File: src/rtl/iack_pkg.sv
package iack_pkg;
  typedef enum logic [2:0] {
    ST_IDLE,
    ST_ARB1,
    ST_CYC1,
    ST_GAP,
    ST_MID,
    ST_ARB2,
    ST_CYC2,
    ST_DONE
  } iack_st_e;
endpackage

File: src/rtl/iack_rst_sync.sv
module iack_rst_sync #(
  parameter int STAGES = 2
) (
  input  logic clk,
  input  logic rst_n,
  output logic rst_sync_n
);
  logic [STAGES-1:0] sync_q;

  always_ff @(posedge clk or negedge rst_n) begin
    if (!rst_n) sync_q <= '0;
    else        sync_q <= {sync_q[STAGES-2:0], 1'b1};
  end

  assign rst_sync_n = sync_q[STAGES-1];
endmodule

File: src/rtl/iack_fsm.sv
module iack_fsm
  import iack_pkg::*;
(
  input  logic     clk,
  input  logic     rst_n,
  input  logic     ack_cyc_i,
  input  logic     grant_i,
  input  logic     hit_i,
  output iack_st_e st_o,
  output logic     load_o
);
  iack_st_e st_q, st_d;

  always_comb begin
    st_d = st_q;
    unique case (st_q)
      ST_IDLE: if (ack_cyc_i) st_d = ST_ARB1;
      ST_ARB1: if (grant_i)   st_d = ST_CYC1;
      ST_CYC1: if (hit_i)     st_d = ST_GAP;
      ST_GAP:  if (!ack_cyc_i) st_d = ST_MID;
      ST_MID:  if (ack_cyc_i) st_d = grant_i ? ST_CYC2 : ST_ARB2;
      ST_ARB2: if (grant_i)   st_d = ST_CYC2;
      ST_CYC2: if (hit_i)     st_d = ST_DONE;
      ST_DONE: if (!ack_cyc_i) st_d = ST_IDLE;
      default: st_d = ST_IDLE;
    endcase
  end

  always_ff @(posedge clk or negedge rst_n) begin
    if (!rst_n) st_q <= ST_IDLE;
    else        st_q <= st_d;
  end

  assign st_o   = st_q;
  assign load_o = (st_q == ST_MID) && ack_cyc_i;
endmodule

File: src/rtl/iack_casid_latch.sv
module iack_casid_latch #(
  parameter int ID_W = 3
) (
  input  logic            clk,
  input  logic            rst_n,
  input  logic            load_i,
  input  logic            drive_i,
  input  logic [ID_W-1:0] id_i,
  output logic [ID_W-1:0] adr_o
);
  logic [ID_W-1:0] id_q, id_d;

  always_comb begin
    id_d = id_q;
    if (load_i) id_d = id_i;
  end

  always_ff @(posedge clk or negedge rst_n) begin
    if (!rst_n) id_q <= '0;
    else        id_q <= id_d;
  end

  assign adr_o = drive_i ? id_q : '0;
endmodule

File: src/rtl/iack_ready_gen.sv
module iack_ready_gen
  import iack_pkg::*;
(
  input  logic     clk,
  input  logic     rst_n,
  input  iack_st_e st_i,
  input  logic     late_tap_i,
  input  logic     lcl_den_i,
  input  logic     xack_i,
  input  logic     grant_i,
  input  logic     bus_mode_i,
  input  logic     tmo_i,
  output logic     hit_o,
  output logic     ready_o
);
  logic second_ok;
  logic ready_q, ready_d;

  always_comb begin
    if (bus_mode_i) second_ok = xack_i && grant_i;
    else            second_ok = lcl_den_i && late_tap_i;
  end

  always_comb begin
    hit_o = 1'b0;
    unique case (st_i)
      ST_CYC1: hit_o = late_tap_i || tmo_i;
      ST_CYC2: hit_o = second_ok || tmo_i;
      default: hit_o = 1'b0;
    endcase
  end

  always_comb ready_d = hit_o;

  always_ff @(posedge clk or negedge rst_n) begin
    if (!rst_n) ready_q <= 1'b0;
    else        ready_q <= ready_d;
  end

  assign ready_o = ready_q;
endmodule

File: src/rtl/iack_seq.sv
module iack_seq
  import iack_pkg::*;
#(
  parameter int ID_W = 3
) (
  input  logic            clk,
  input  logic            rst_n,
  input  logic            ack_cyc_i,
  input  logic            late_tap_i,
  input  logic            lcl_den_i,
  input  logic [ID_W-1:0] cas_id_i,
  input  logic            bus_grant_i,
  input  logic            bus_xack_i,
  input  logic            bus_vec_mode_i,
  input  logic            tmo_i,
  output logic            bus_req_o,
  output logic            bus_ack_stb_o,
  output logic            lcl_ack_o,
  output logic [ID_W-1:0] bus_adr_o,
  output logic            buf_byte_o,
  output logic            buf_rx_o,
  output logic            ready_o
);
  logic     rst_i_n;
  iack_st_e st;
  logic     hit;
  logic     load_id;
  logic     in_c1, in_c2, in_seq;

  iack_rst_sync #(.STAGES(2)) u_rst (
    .clk       (clk),
    .rst_n     (rst_n),
    .rst_sync_n(rst_i_n)
  );

  iack_fsm u_fsm (
    .clk      (clk),
    .rst_n    (rst_i_n),
    .ack_cyc_i(ack_cyc_i),
    .grant_i  (bus_grant_i),
    .hit_i    (hit),
    .st_o     (st),
    .load_o   (load_id)
  );

  iack_ready_gen u_rdy (
    .clk       (clk),
    .rst_n     (rst_i_n),
    .st_i      (st),
    .late_tap_i(late_tap_i),
    .lcl_den_i (lcl_den_i),
    .xack_i    (bus_xack_i),
    .grant_i   (bus_grant_i),
    .bus_mode_i(bus_vec_mode_i),
    .tmo_i     (tmo_i),
    .hit_o     (hit),
    .ready_o   (ready_o)
  );

  iack_casid_latch #(.ID_W(ID_W)) u_id (
    .clk    (clk),
    .rst_n  (rst_i_n),
    .load_i (load_id),
    .drive_i(st == ST_ARB2 || st == ST_CYC2),
    .id_i   (cas_id_i),
    .adr_o  (bus_adr_o)
  );

  always_comb begin
    in_c1  = (st == ST_CYC1);
    in_c2  = (st == ST_CYC2);
    in_seq = (st != ST_IDLE) && (st != ST_DONE);
  end

  assign bus_req_o     = in_seq;
  assign bus_ack_stb_o = in_c1 || (in_c2 && bus_vec_mode_i);
  assign lcl_ack_o     = in_c1 || (in_c2 && !bus_vec_mode_i);
  assign buf_byte_o    = in_c2 && bus_vec_mode_i;
  assign buf_rx_o      = in_c2 && bus_vec_mode_i;
endmodule

File: config.mk
export PLATFORM = sky130hd
export DESIGN_NAME = iack_seq
export DESIGN_NICKNAME = d
export VERILOG_FILES = /design/src/rtl/iack_pkg.sv /design/src/rtl/iack_rst_sync.sv /design/src/rtl/iack_fsm.sv /design/src/rtl/iack_casid_latch.sv /design/src/rtl/iack_ready_gen.sv /design/src/rtl/iack_seq.sv
export SDC_FILE = /design/constraint.sdc
export NUM_CORES = 1
export LEC_CHECK = 0
export ABC_AREA = 1
export BUFFER_PORTS_ARGS = -buffer_cell sky130_fd_sc_hd__buf_2
export CORE_AREA = 2 2 39 41
export CTS_CLUSTER_SIZE = 12
export DETAILED_ROUTE_END_ITERATION = 12
export DIE_AREA = 0 0 41 43
export GPL_TIMING_DRIVEN = 0
export HOLD_SLACK_MARGIN = 0.02
export PLACE_DENSITY = 0.68
export SLEW_MARGIN = 15
export SYNTH_ARGS = -nofsm -noshare
export SYNTH_HDL_FRONTEND = slang
export SYNTH_HIERARCHICAL = 1
export SYNTH_SLANG_ARGS = --single-unit
File: constraint.sdc
create_clock -name clk -period 1.4 [get_ports clk]
set_input_delay 0.14 -clock clk [delete_from_list [all_inputs] [get_ports clk]]
set_output_delay 0.14 -clock clk [all_outputs]
set_load 0.05 [all_outputs]
# --- Word-level counts from Yosys, hierarchy flattened ---
# Cells that the tools add are included.
# Widths: inputs -> output; s select.
word_totals:
  out_inout_bits: 9
  rom_bits: 0
  regBits: 9
  latchBits: 0
  elab_cells: 48
  in_bits: 12
  mem_bits_rw: 0
  memories: 0
op_classes:
  mul: 0
  div_mod_pow: 0
  addsub: 0
  n_reduce_logical: 15
  bitwise_logic: 0
  shift: 0
  order_cmp: 0
  n_mux: 13
  eq_ne: 16
op_table:
  columns: ["operator", "n"]
  rows:
  - ["$mux 3", 9]
  - ["$pmux 3 s8", 1]
  - ["$eq 3x3->1 const B", 4]
  - ["$ne 2x2->1 const B", 6]
  - ["$reduce_and 8->1", 1]
  - ["$eq 3x2->1 const B", 2]
  - ["$logic_and 1x1->1", 6]
  - ["$logic_or 1x1->1", 5]
  - ["$ne 2x1->1 const B", 2]
  - ["$eq 3x1->1 const B", 1]
  - ["$logic_not 3->1", 1]
  - ["$ne 3x3->1 const B", 1]
  - ["$reduce_bool 3->1", 1]
  - ["$mux 2", 1]
  - ["$pmux 1 s2", 1]
  - ["$logic_not 1->1", 1]
  - ["$mux 1", 1]

# --- Logic depth before layout (Yosys ltp) ---
# Gate-level depths: netlist of run 1.
logic_depth:
  depth_word: 6
  depth_mapped: 11
  mapped_depth_nobuf: 11

# --- Modules after synthesis ---
# Netlist of run 1, hierarchy kept.
by_module_without_submodules:
  columns: ["mod", "area_per_inst_um2", "n_inst", "cells_per_inst"]
  rows:
  - ["iack_fsm", 216.5, 1, 36]
  - ["iack_casid_latch", 135.1, 1, 19]
  - ["iack_ready_gen", 65.1, 1, 11]
  - ["iack_seq", 60.1, 1, 14]
  - ["iack_rst_sync", 53.8, 1, 3]

# --- Least setup slack after synthesis of run 1 ---
# OpenSTA, ideal clock, no wires.
synth_timing:
  path_type: "reg2out"
  startpoint: "register u_fsm.st_q[1], in the netlist u_fsm/st_o[1]"
  endpoint: "output port buf_rx_o"
  path_buffers: 1
  arrival_ns: 1.610
  path_stages_with_launch: 4
  slack_ns: -0.350
  path_cell_list: "dfrtp_1 > nand2_1 > nor2_1 > buf_4"
synth_between:
  elab_chain_len: 2
synth_rtl:
  columns: ["item", "line", "rtl"]
  rows:
  - ["from (decl)", "iack_fsm.sv:12", "iack_st_e st_q, st_d;"]
  - ["from (signal assigned)", "iack_fsm.sv:31", "else st_q <= st_d;"]
  - ["$eq 3x3->1", "iack_seq.sv:71", "in_c2 = (st == ST_CYC2);"]
  - ["$logic_and 1x1->1", null, null]
  - ["to (decl)", "iack_seq.sv:21", "output logic buf_rx_o,"]
# Every way passes these cells.

# --- Worst setup path after layout of run 1 ---
layout_timing:
  startpoint: "register u_fsm.st_q[0], in the netlist u_fsm/st_o[0]"
  endpoint: "output port bus_adr_o[2]"
layout_between:
  elab_chain_len: 3
layout_rtl:
  columns: ["item", "line", "rtl"]
  rows:
  - ["$eq 3x3->1", "iack_seq.sv:64", ".drive_i(st == ST_ARB2 || st == ST_CYC2),"]
  - ["$logic_or 1x1->1 (*)", "iack_seq.sv:64", null]
  - ["$mux 3 (*)", "iack_casid_latch.sv:23", "assign adr_o = drive_i ? id_q : '0;"]
  - ["to (decl)", "iack_seq.sv:19", "output logic [ID_W-1:0] bus_adr_o,"]
# Mark *: on every way between the ends. The rest lies on a longest branch, timed or not.

==> results of run 1 <==
flip-flops by register name, indices dropped and copies added (netlist names):
signal and flops:
u_fsm/st_o 3, u_id/id_q 3, u_rdy/ready_o 1, u_rst/sync_q 2
worst max-delay path: stages (launching register included):
cell and delay (ns):
dfrtp_2 0.46, nand2_2 0.10, nand2_4 0.06, nor2_4 0.11, nand2_1 0.06, inv_1 0.06
buf_6 0.15
what timing repair did:
| item | 4_1_cts | 5_1_grt |
|---|---|---|
| hold buffers | 1 | 0 |
| setup buffers | 4 | 2 |
| pin swaps | 0 | 9 |
| setup endpoints to repair | 10 | 10 |
| endpoints found under the hold margin | 2 | 0 |
| resized for setup | 11 | 24 |
cell families after synthesis:
family                    Yosys count  synth area share
DFF                                 9             0.425
and+or+nand+nor                    53             0.401
other                               1           0.00707
xor gates and xnor gates            1            0.0165
buffers and inverters              15             0.113
AOI/OAI and AO/OA                   4            0.0377
layer usage:
layer | global-route usage | wire length (microns)
met1 | 0.168 | 463
met2 | 0.256 | 647
met3 | 0.0785 | 53
met4 | 0.0200 | 0
met5 | 0 | 0
placed cells by master (no fill, tap or decap):
cell type,netlist,layout
inv_2,3,4
o21ai_0,1,1
inv_1,11,10
nand3_1,5,5
nand2_1,35,31
clkbuf_1,0,1
dlygate4sd3_1,0,1
nor2_4,0,2
a21oi_2,0,1
nor2_1,10,7
dfrtp_1,9,6
buf_4,1,8
nand2_4,0,1
dfrtp_2,0,3
xor2_1,1,1
nor2_2,0,1
nand2_2,3,6
buf_6,0,5
buf_8,0,2
a21oi_1,3,2
buf_2,0,12
conb_1,1,1
clkbuf_4,0,3
through the flow:
step | power (mW) | area (sq um) | cells
after detailed placement | 1.55 | 653 | 119
after floorplan | 1.33 | 533 | 83
after global routing | 2.29 | 826 | 130
after CTS | 1.90 | 747 | 128
after global placement | 1.53 | 653 | 119
final | 2.12 | 826 | 130
how the worst min path moves through the flow:
stage                 from  cells after the start              end
3_3_place_gp         rst_n                      1  u_rst/sync_q[1]
5_1_grt        cas_id_i[2]                      3     u_id/id_q[2]
3_5_place_dp         rst_n                      1  u_rst/sync_q[1]
2_1_floorplan        rst_n                      0  u_rst/sync_q[0]
6_report       cas_id_i[1]                      3     u_id/id_q[1]
4_1_cts        cas_id_i[1]                      3     u_id/id_q[1]
final cells by class:
type / instances / area share
multi-input combinational: 59 / 0.341
inverter: 14 / 0.0636
clock buffer: 4 / 0.0318
tap: 16 / 0.0242
buffer: 1 / 0.00909
sequential: 9 / 0.277
timing repair buffer: 27 / 0.253
power by group:
group | total, mW | internal [mW] | switching, mW | leakage [nW]
sequential | 0.486 | 0.371 | 0.115 | 0.107
combinational | 1.45 | 0.549 | 0.896 | 0.357
clock | 0.191 | 0.109 | 0.0815 | 0.0150
==> results.txt, run 1 <==
fillers = 146
vias per cell = 4.35
sequential area share after synthesis = 0.425
top cells by area, synth = dfrtp_1 42%, nand2_1 25%, inv_1 7.8%
WHS = 0.0798 ns
via count = 566
Critical Path RT = 1.26 ns
port bufs = 20
hpwl dp = 758 microns
nets = 127
Overflow after GRT = 0
r2r setup slk = 0.08 ns
RR Endpoint = u_fsm/st_o[1]
Hold Vio Cnt, Final = 0
Setup TNS = 0 ns
clock slew at reported path FFs = 0.06 ns
area of the multi-input gates = 282 sq um
H-tree levels = 1
Ports = 21
Starting Density = 0.383
clock tree buffer depth = 2
Synth Register Bits = 9
top_reg_cell synth = dfrtp_1
drt first pass iters = 4
max-cap viol count = 0
Routability Congestion = 0.783
Commonest cells post-synth = 35 x nand2_1, 11 x inv_1, 10 x nor2_1
Detail Route Antenna Nets = 0
Critical Path End Type = output pin
synth warn = 6
Syn Inst Count = 83
die height = 43 microns
die width = 41 microns
global-route wire length before repair = 1.81 mm
RSZ-0062 raised after global routing = true
Die ar. = 1760 sq um
worst vdd ir = 0.979 mV
crit start category = register
CTS tree = yes
Lkg Pwr = 0.479 nW
initial antenna violation count = 0
Antenna diodes = 0
most frequent cell after synthesis = nand2_1
fin crit share = 0.999
DR WL/cell = 8.96 microns
Total Routing Usage GR = 0.153
setup violators final = 0
Worst R2R Start = u_fsm/st_o[0]
worst path arrival time = 1.26 ns
Post-Route WL = 1.17 mm
Skew-Pair Late Insertion Delay = 0.26 ns
pre-CTS WS = -0.126 ns
Post-synth ARST share = 1.00
Area growth, synth to finish = 55.7%
CTS Buf Count = 3
share of cells above drive strength 1 = 0.421
Core ar. = 1380 sq um
DRC = 0
r2r worst-path depth = 11
clock sinks = 9
Setup Crit Path Kind = register to output pin
register area = 229 sq um
fin crit period = 1.40 ns
initial drt markers = 9
status = complete, no violations
Rows = 14
Crit Path Max Fanout = 7
worst min path class = primary input to register
power density over cell area = 2570 nW/um^2
CP startpoint = u_fsm/st_o[0]
fmax = 0.715 GHz
PnR worst setup slack = 0.00144 ns
Setup crit end = bus_adr_o[2]
post-synthesis instance area = 531 sq um
area fraction of the dominant cell type after synthesis = 0.425
Synth cell types = 12
Root Buffer Master = clkbuf_4
syn nets = 95
largest net degree at the start of global routing = 9
Max Slew Vio Count = 0
largest area contributor in the netlist = dfrtp_1
EDFF count, synth = 0
Clock Skews = 0.00276 ns
vias in the first global route = 498
fin util = 0.597
Mapped Avg Cell Area = 6.39 sq um
No activity file was read; power rests on OpenSTA's default activity.
==> inputs of run 2 (changes only) <==
Settings changed: REMOVE_ABC_BUFFERS set to 1.
==> results.txt, run 2 (synthesized netlist as in run 1, its figures left out) <==
WHS = 0.0821 ns
vias per cell = 4.44
CP Cell Sequence = nand2_2, nand2_4, nor2_4, nand2_1, inv_1, buf_6
Root Buffer Master = clkbuf_4
fin crit share = 0.974
global-route wire length before repair = 1.73 mm
WP buf/inv = 2
nets = 128
clock tree buffer depth = 2
hpwl dp = 791 microns
Lkg Pwr = 0.481 nW
Tot Pwr = 2.09 mW
status = complete, no violations
Detail Route Antenna Nets = 0
Critical Path RT = 1.26 ns
initial antenna violation count = 0
worst vdd ir = 1.06 mV
drt first pass iters = 4
DRC = 0
Setup TNS = 0 ns
Core ar. = 1380 sq um
worst path arrival time = 1.22 ns
fin crit period = 1.36 ns
die width = 41 microns
worst min path class = primary input to register
Die ar. = 1760 sq um
Crit Path Max Fanout = 6
Crit path max-delay family = flip-flops
max incr delay on CP = 0.44 ns
Ports = 21
Rows = 14
initial drt markers = 5
vias in the first global route = 476
share of cells above drive strength 1 = 0.417
DR WL/cell = 8.60 microns
Hold Vio Cnt, Final = 0
Overflow after GRT = 0
Setup Crit Path Kind = register to output pin
Clock Skews = 0.00468 ns
fin util = 0.588
clock sinks = 9
largest net degree at the start of global routing = 10
Area growth, synth to finish = 53.3%
Total Routing Usage GR = 0.143
CTS Buf Count = 3
Routability Congestion = 0.799
Skew-Pair Late Insertion Delay = 0.25 ns
setup violators final = 0
Post-Route WL = 1.13 mm
Slowest cell on crit path = dfrtp_2
power density over cell area = 2570 nW/um^2
RSZ-0062 raised after global routing = true
Max Slew Vio Count = 0
fmax = 0.734 GHz
commonest non-fill, non-tap cell in the layout = nand2_1
H-tree levels = 1
CTS tree = yes
Critical Path End Type = output pin
port bufs = 20
die height = 43 microns
max-cap viol count = 0
Antenna diodes = 0
most frequent cells in the layout = 31 x nand2_1, 13 x buf_2, 11 x inv_1, 9 x buf_4, 8 x nor2_1
crit start category = register
via count = 581
Starting Density = 0.383
clock slew at reported path FFs = 0.06 ns
[run 2: cell types whose count changed in the layout (fill, tap and decap cells not counted)]
cell / change
inv_1: +1
nand3_1: -1
nand3_2: +1
buf_4: +1
nor2_4: -1
clkbuf_4: +1
buf_2: +1
nor2_1: +1
inv_2: -1
buf_8: -2
[run 2: routing by layer]
| layer | vias up | track usage | share of wire |
|---|---|---|---|
| met2 | 8 | 0.234 | 0.53 |
| met1 | 267 | 0.168 | 0.44 |
| met5 | - | 0 | 0 |
| met4 | 0 | 0.0200 | 0 |
| li1 | 306 | - | - |
| met3 | 0 | 0.0628 | 0.030 |
[run 2: final cells by class]
cell class	instances	area (sq um)
multi-input cells	59	279
repair buffers	29	206
clock buffers	4	26.3
well taps	16	20.0
flip-flops and latches	9	229
fillers	141	571
inverters	14	52.6
[run 2: worst min-delay path: stages]
cell	delay (ns)
buf_2	0.07
nand2_1	0.04
nand2_1	0.05
[run 2: report_power, final]
part | internal (mW) | switching (mW) | leakage [nW]
clock | 0.109 | 0.0788 | 0.0150
sequential | 0.371 | 0.107 | 0.107
combinational | 0.528 | 0.892 | 0.360
[run 2: worst paths after layout]
| check | start | slack (ns) | cells past startpoint | end |
|---|---|---|---|---|
| max | u_fsm/st_o[0] | 0.04 | 6 | bus_adr_o[0] |
| min | cas_id_i[0] | 0.08 | 3 | u_id/id_q[0] |
| max reg2reg | u_fsm/st_o[2] | 0.04 | 11 | u_fsm/st_o[1] |
| min reg2reg | u_rst/sync_q[1] | 0.10 | 0 | u_id/id_q[0] |
| max in group asynchronous | u_rst/sync_q[1] | 1.06 | 0 | u_fsm/st_o[0] |
| min in group asynchronous | u_rst/sync_q[1] | 0.10 | 0 | u_id/id_q[0] |
[run 2: metrics by stage]
step           area, sq um  worst slack [ns]  cells
4_1_cts                731          0.000386    126
5_1_grt                813           -0.0456    131
6_report               813            0.0369    131
3_5_place_dp           643            -0.151    118
3_3_place_gp           643            -0.108    118
2_1_floorplan          523            -0.590     82
[run 2: timing repair]
action	in CTS	in global routing
hold buffers	1	0
resized for setup	11	19
hold endpoints to repair	2	0
setup endpoints to repair	10	12
buffers inserted	3	5
pin swaps	0	10
==> inputs of run 3 (changes only) <==
Settings changed: BUFFER_PORTS_ARGS -buffer_cell sky130_fd_sc_hd__buf_2 to -buffer_cell sky130_fd_sc_hd__buf_4.
==> results.txt, run 3 (synthesized netlist as in run 1, its figures left out) <==
status = complete, no violations
Clock Skews = 0.00914 ns
Max Slew Vio Count = 0
global-route wire length before repair = 1.68 mm
WP buf/inv = 2
fin crit period = 1.37 ns
Rows = 14
most frequent cells in the layout = 29 x nand2_1, 19 x buf_4, 11 x inv_1, 9 x buf_6, 8 x nand2_2
most used cell, CP = nand2_2
Total Routing Usage GR = 0.145
initial drt markers = 7
Power Internal = 1.08 mW
clock tree buffer depth = 2
H-tree levels = 1
Ports = 21
initial antenna violation count = 0
worst path arrival time = 1.23 ns
combinational share of power = 0.692
Setup Crit Path Kind = register to output pin
Detail Route Antenna Nets = 0
Clock Power Share = 0.091
vias in the first global route = 443
Lkg Pwr = 0.497 nW
DRC = 0
hold depth = 3
nets = 128
via count = 567
r2r setup slk = 0.09 ns
placed cells = 118
CTS Buf Count = 3
fmax = 0.732 GHz
commonest non-fill, non-tap cell in the layout = nand2_1
RR Endpoint = u_fsm/st_o[1]
crit start category = register
Area growth, synth to finish = 65.1%
Starting Density = 0.383
CTS tree = yes
clock sinks = 9
Crit Path Max Fanout = 6
fin cells = 131
Tot Pwr = 2.20 mW
net load switching power = 1.12 mW
Hold Vio Cnt, Final = 0
power density over cell area = 2510 nW/um^2
Seq pwr share = 0.217
share of cells above drive strength 1 = 0.452
port bufs = 20
Critical Path End Type = output pin
HP Start = cas_id_i[0]
fillers = 123
Critical Path RT = 1.26 ns
Skew-Pair Late Insertion Delay = 0.27 ns
die height = 43 microns
Overflow after GRT = 0
Root Buffer Master = clkbuf_4
largest net degree at the start of global routing = 9
RSZ-0062 raised after global routing = true
die width = 41 microns
Crit path max-delay family = flip-flops
Routability Congestion = 0.788
Worst R2R Start = u_fsm/st_o[2]
max incr delay on CP = 0.44 ns
Worst Hold End = u_id/id_q[0]
Switching Fraction = 0.511
Die ar. = 1760 sq um
clock slew at reported path FFs = 0.06 ns
worst min path class = primary input to register
CP Cell Sequence = nand2_2, nand2_2, nor2_4, nand2_1, inv_1, buf_6
fin crit share = 0.976
max-cap viol count = 0
DR WL/cell = 9.12 microns
drt first pass iters = 4
Slowest cell on crit path = dfrtp_2
Core ar. = 1380 sq um
WHS = 0.0651 ns
setup violators final = 0
r2r worst-path depth = 10
register area = 229 sq um
worst vdd ir = 0.974 mV
hpwl dp = 798 microns
Antenna diodes = 0
vias per cell = 4.33
area of the multi-input gates = 294 sq um
Post-Route WL = 1.20 mm
## run 3: area by class of cell
cell class              instances  area share
well taps                      16      0.0229
clock buffers                   4      0.0300
flip-flops and latches          9       0.261
repair buffers                 29       0.290
inverters                      14      0.0600
multi-input cells              59       0.336
## run 3: worst max-delay path by stage
stage / startpoint / to / cells after the start
floorplan: u_fsm/st_o[1] / buf_byte_o / 2
global placement: u_fsm/st_o[2] / u_fsm/st_o[1] / 11
detailed placement: u_fsm/st_o[2] / u_fsm/st_o[1] / 11
CTS: u_fsm/st_o[1] / bus_adr_o[0] / 6
global route: u_fsm/st_o[0] / bus_adr_o[0] / 6
finish: u_fsm/st_o[1] / bus_adr_o[2] / 6
## run 3: power by group through the flow
| stage | combinational (mW) | sequential (mW) | clock (mW) |
|---|---|---|---|
| after floorplan | 0.792 | 0.524 | 0 |
| after global placement | 1.07 | 0.521 | 0 |
| after detailed placement | 1.09 | 0.525 | 0 |
| after CTS | 1.29 | 0.470 | 0.201 |
| after global routing | 1.64 | 0.488 | 0.219 |
| final | 1.52 | 0.478 | 0.199 |
## run 3: tightest hold or removal path, delay by kind of cell
family,cells,cell delay (ns)
buffers and inverters,1,0.07
AND/OR/NAND/NOR,2,0.09
## run 3: through the flow
stage	setup TNS, ns	setup WS [ns]	util	instance area [sq um]
final	0	0.0342	0.633	876
after global placement	-0.207	-0.103	0.501	693
after global routing	-0.102	-0.0346	0.633	876
after floorplan	-1.39	-0.590	-	523
after detailed placement	-0.267	-0.137	0.501	693
after CTS	0	0.000443	0.564	781
## run 3: repair_timing
action / CTS / global route
setup buffers: 5 / 3
pin swaps: 0 / 11
hold endpoints to repair: 2 / 0
hold buffers: 1 / 0
endpoints found under the setup margin: 9 / 9
gates resized for setup: 6 / 21
## run 3: layer usage
metal	routed length, microns	track usage	share of wire
met1	510	0.167	0.43
met2	604	0.225	0.51
met3	61	0.0628	0.051
met4	18	0.0600	0.015
met5	0	0	0
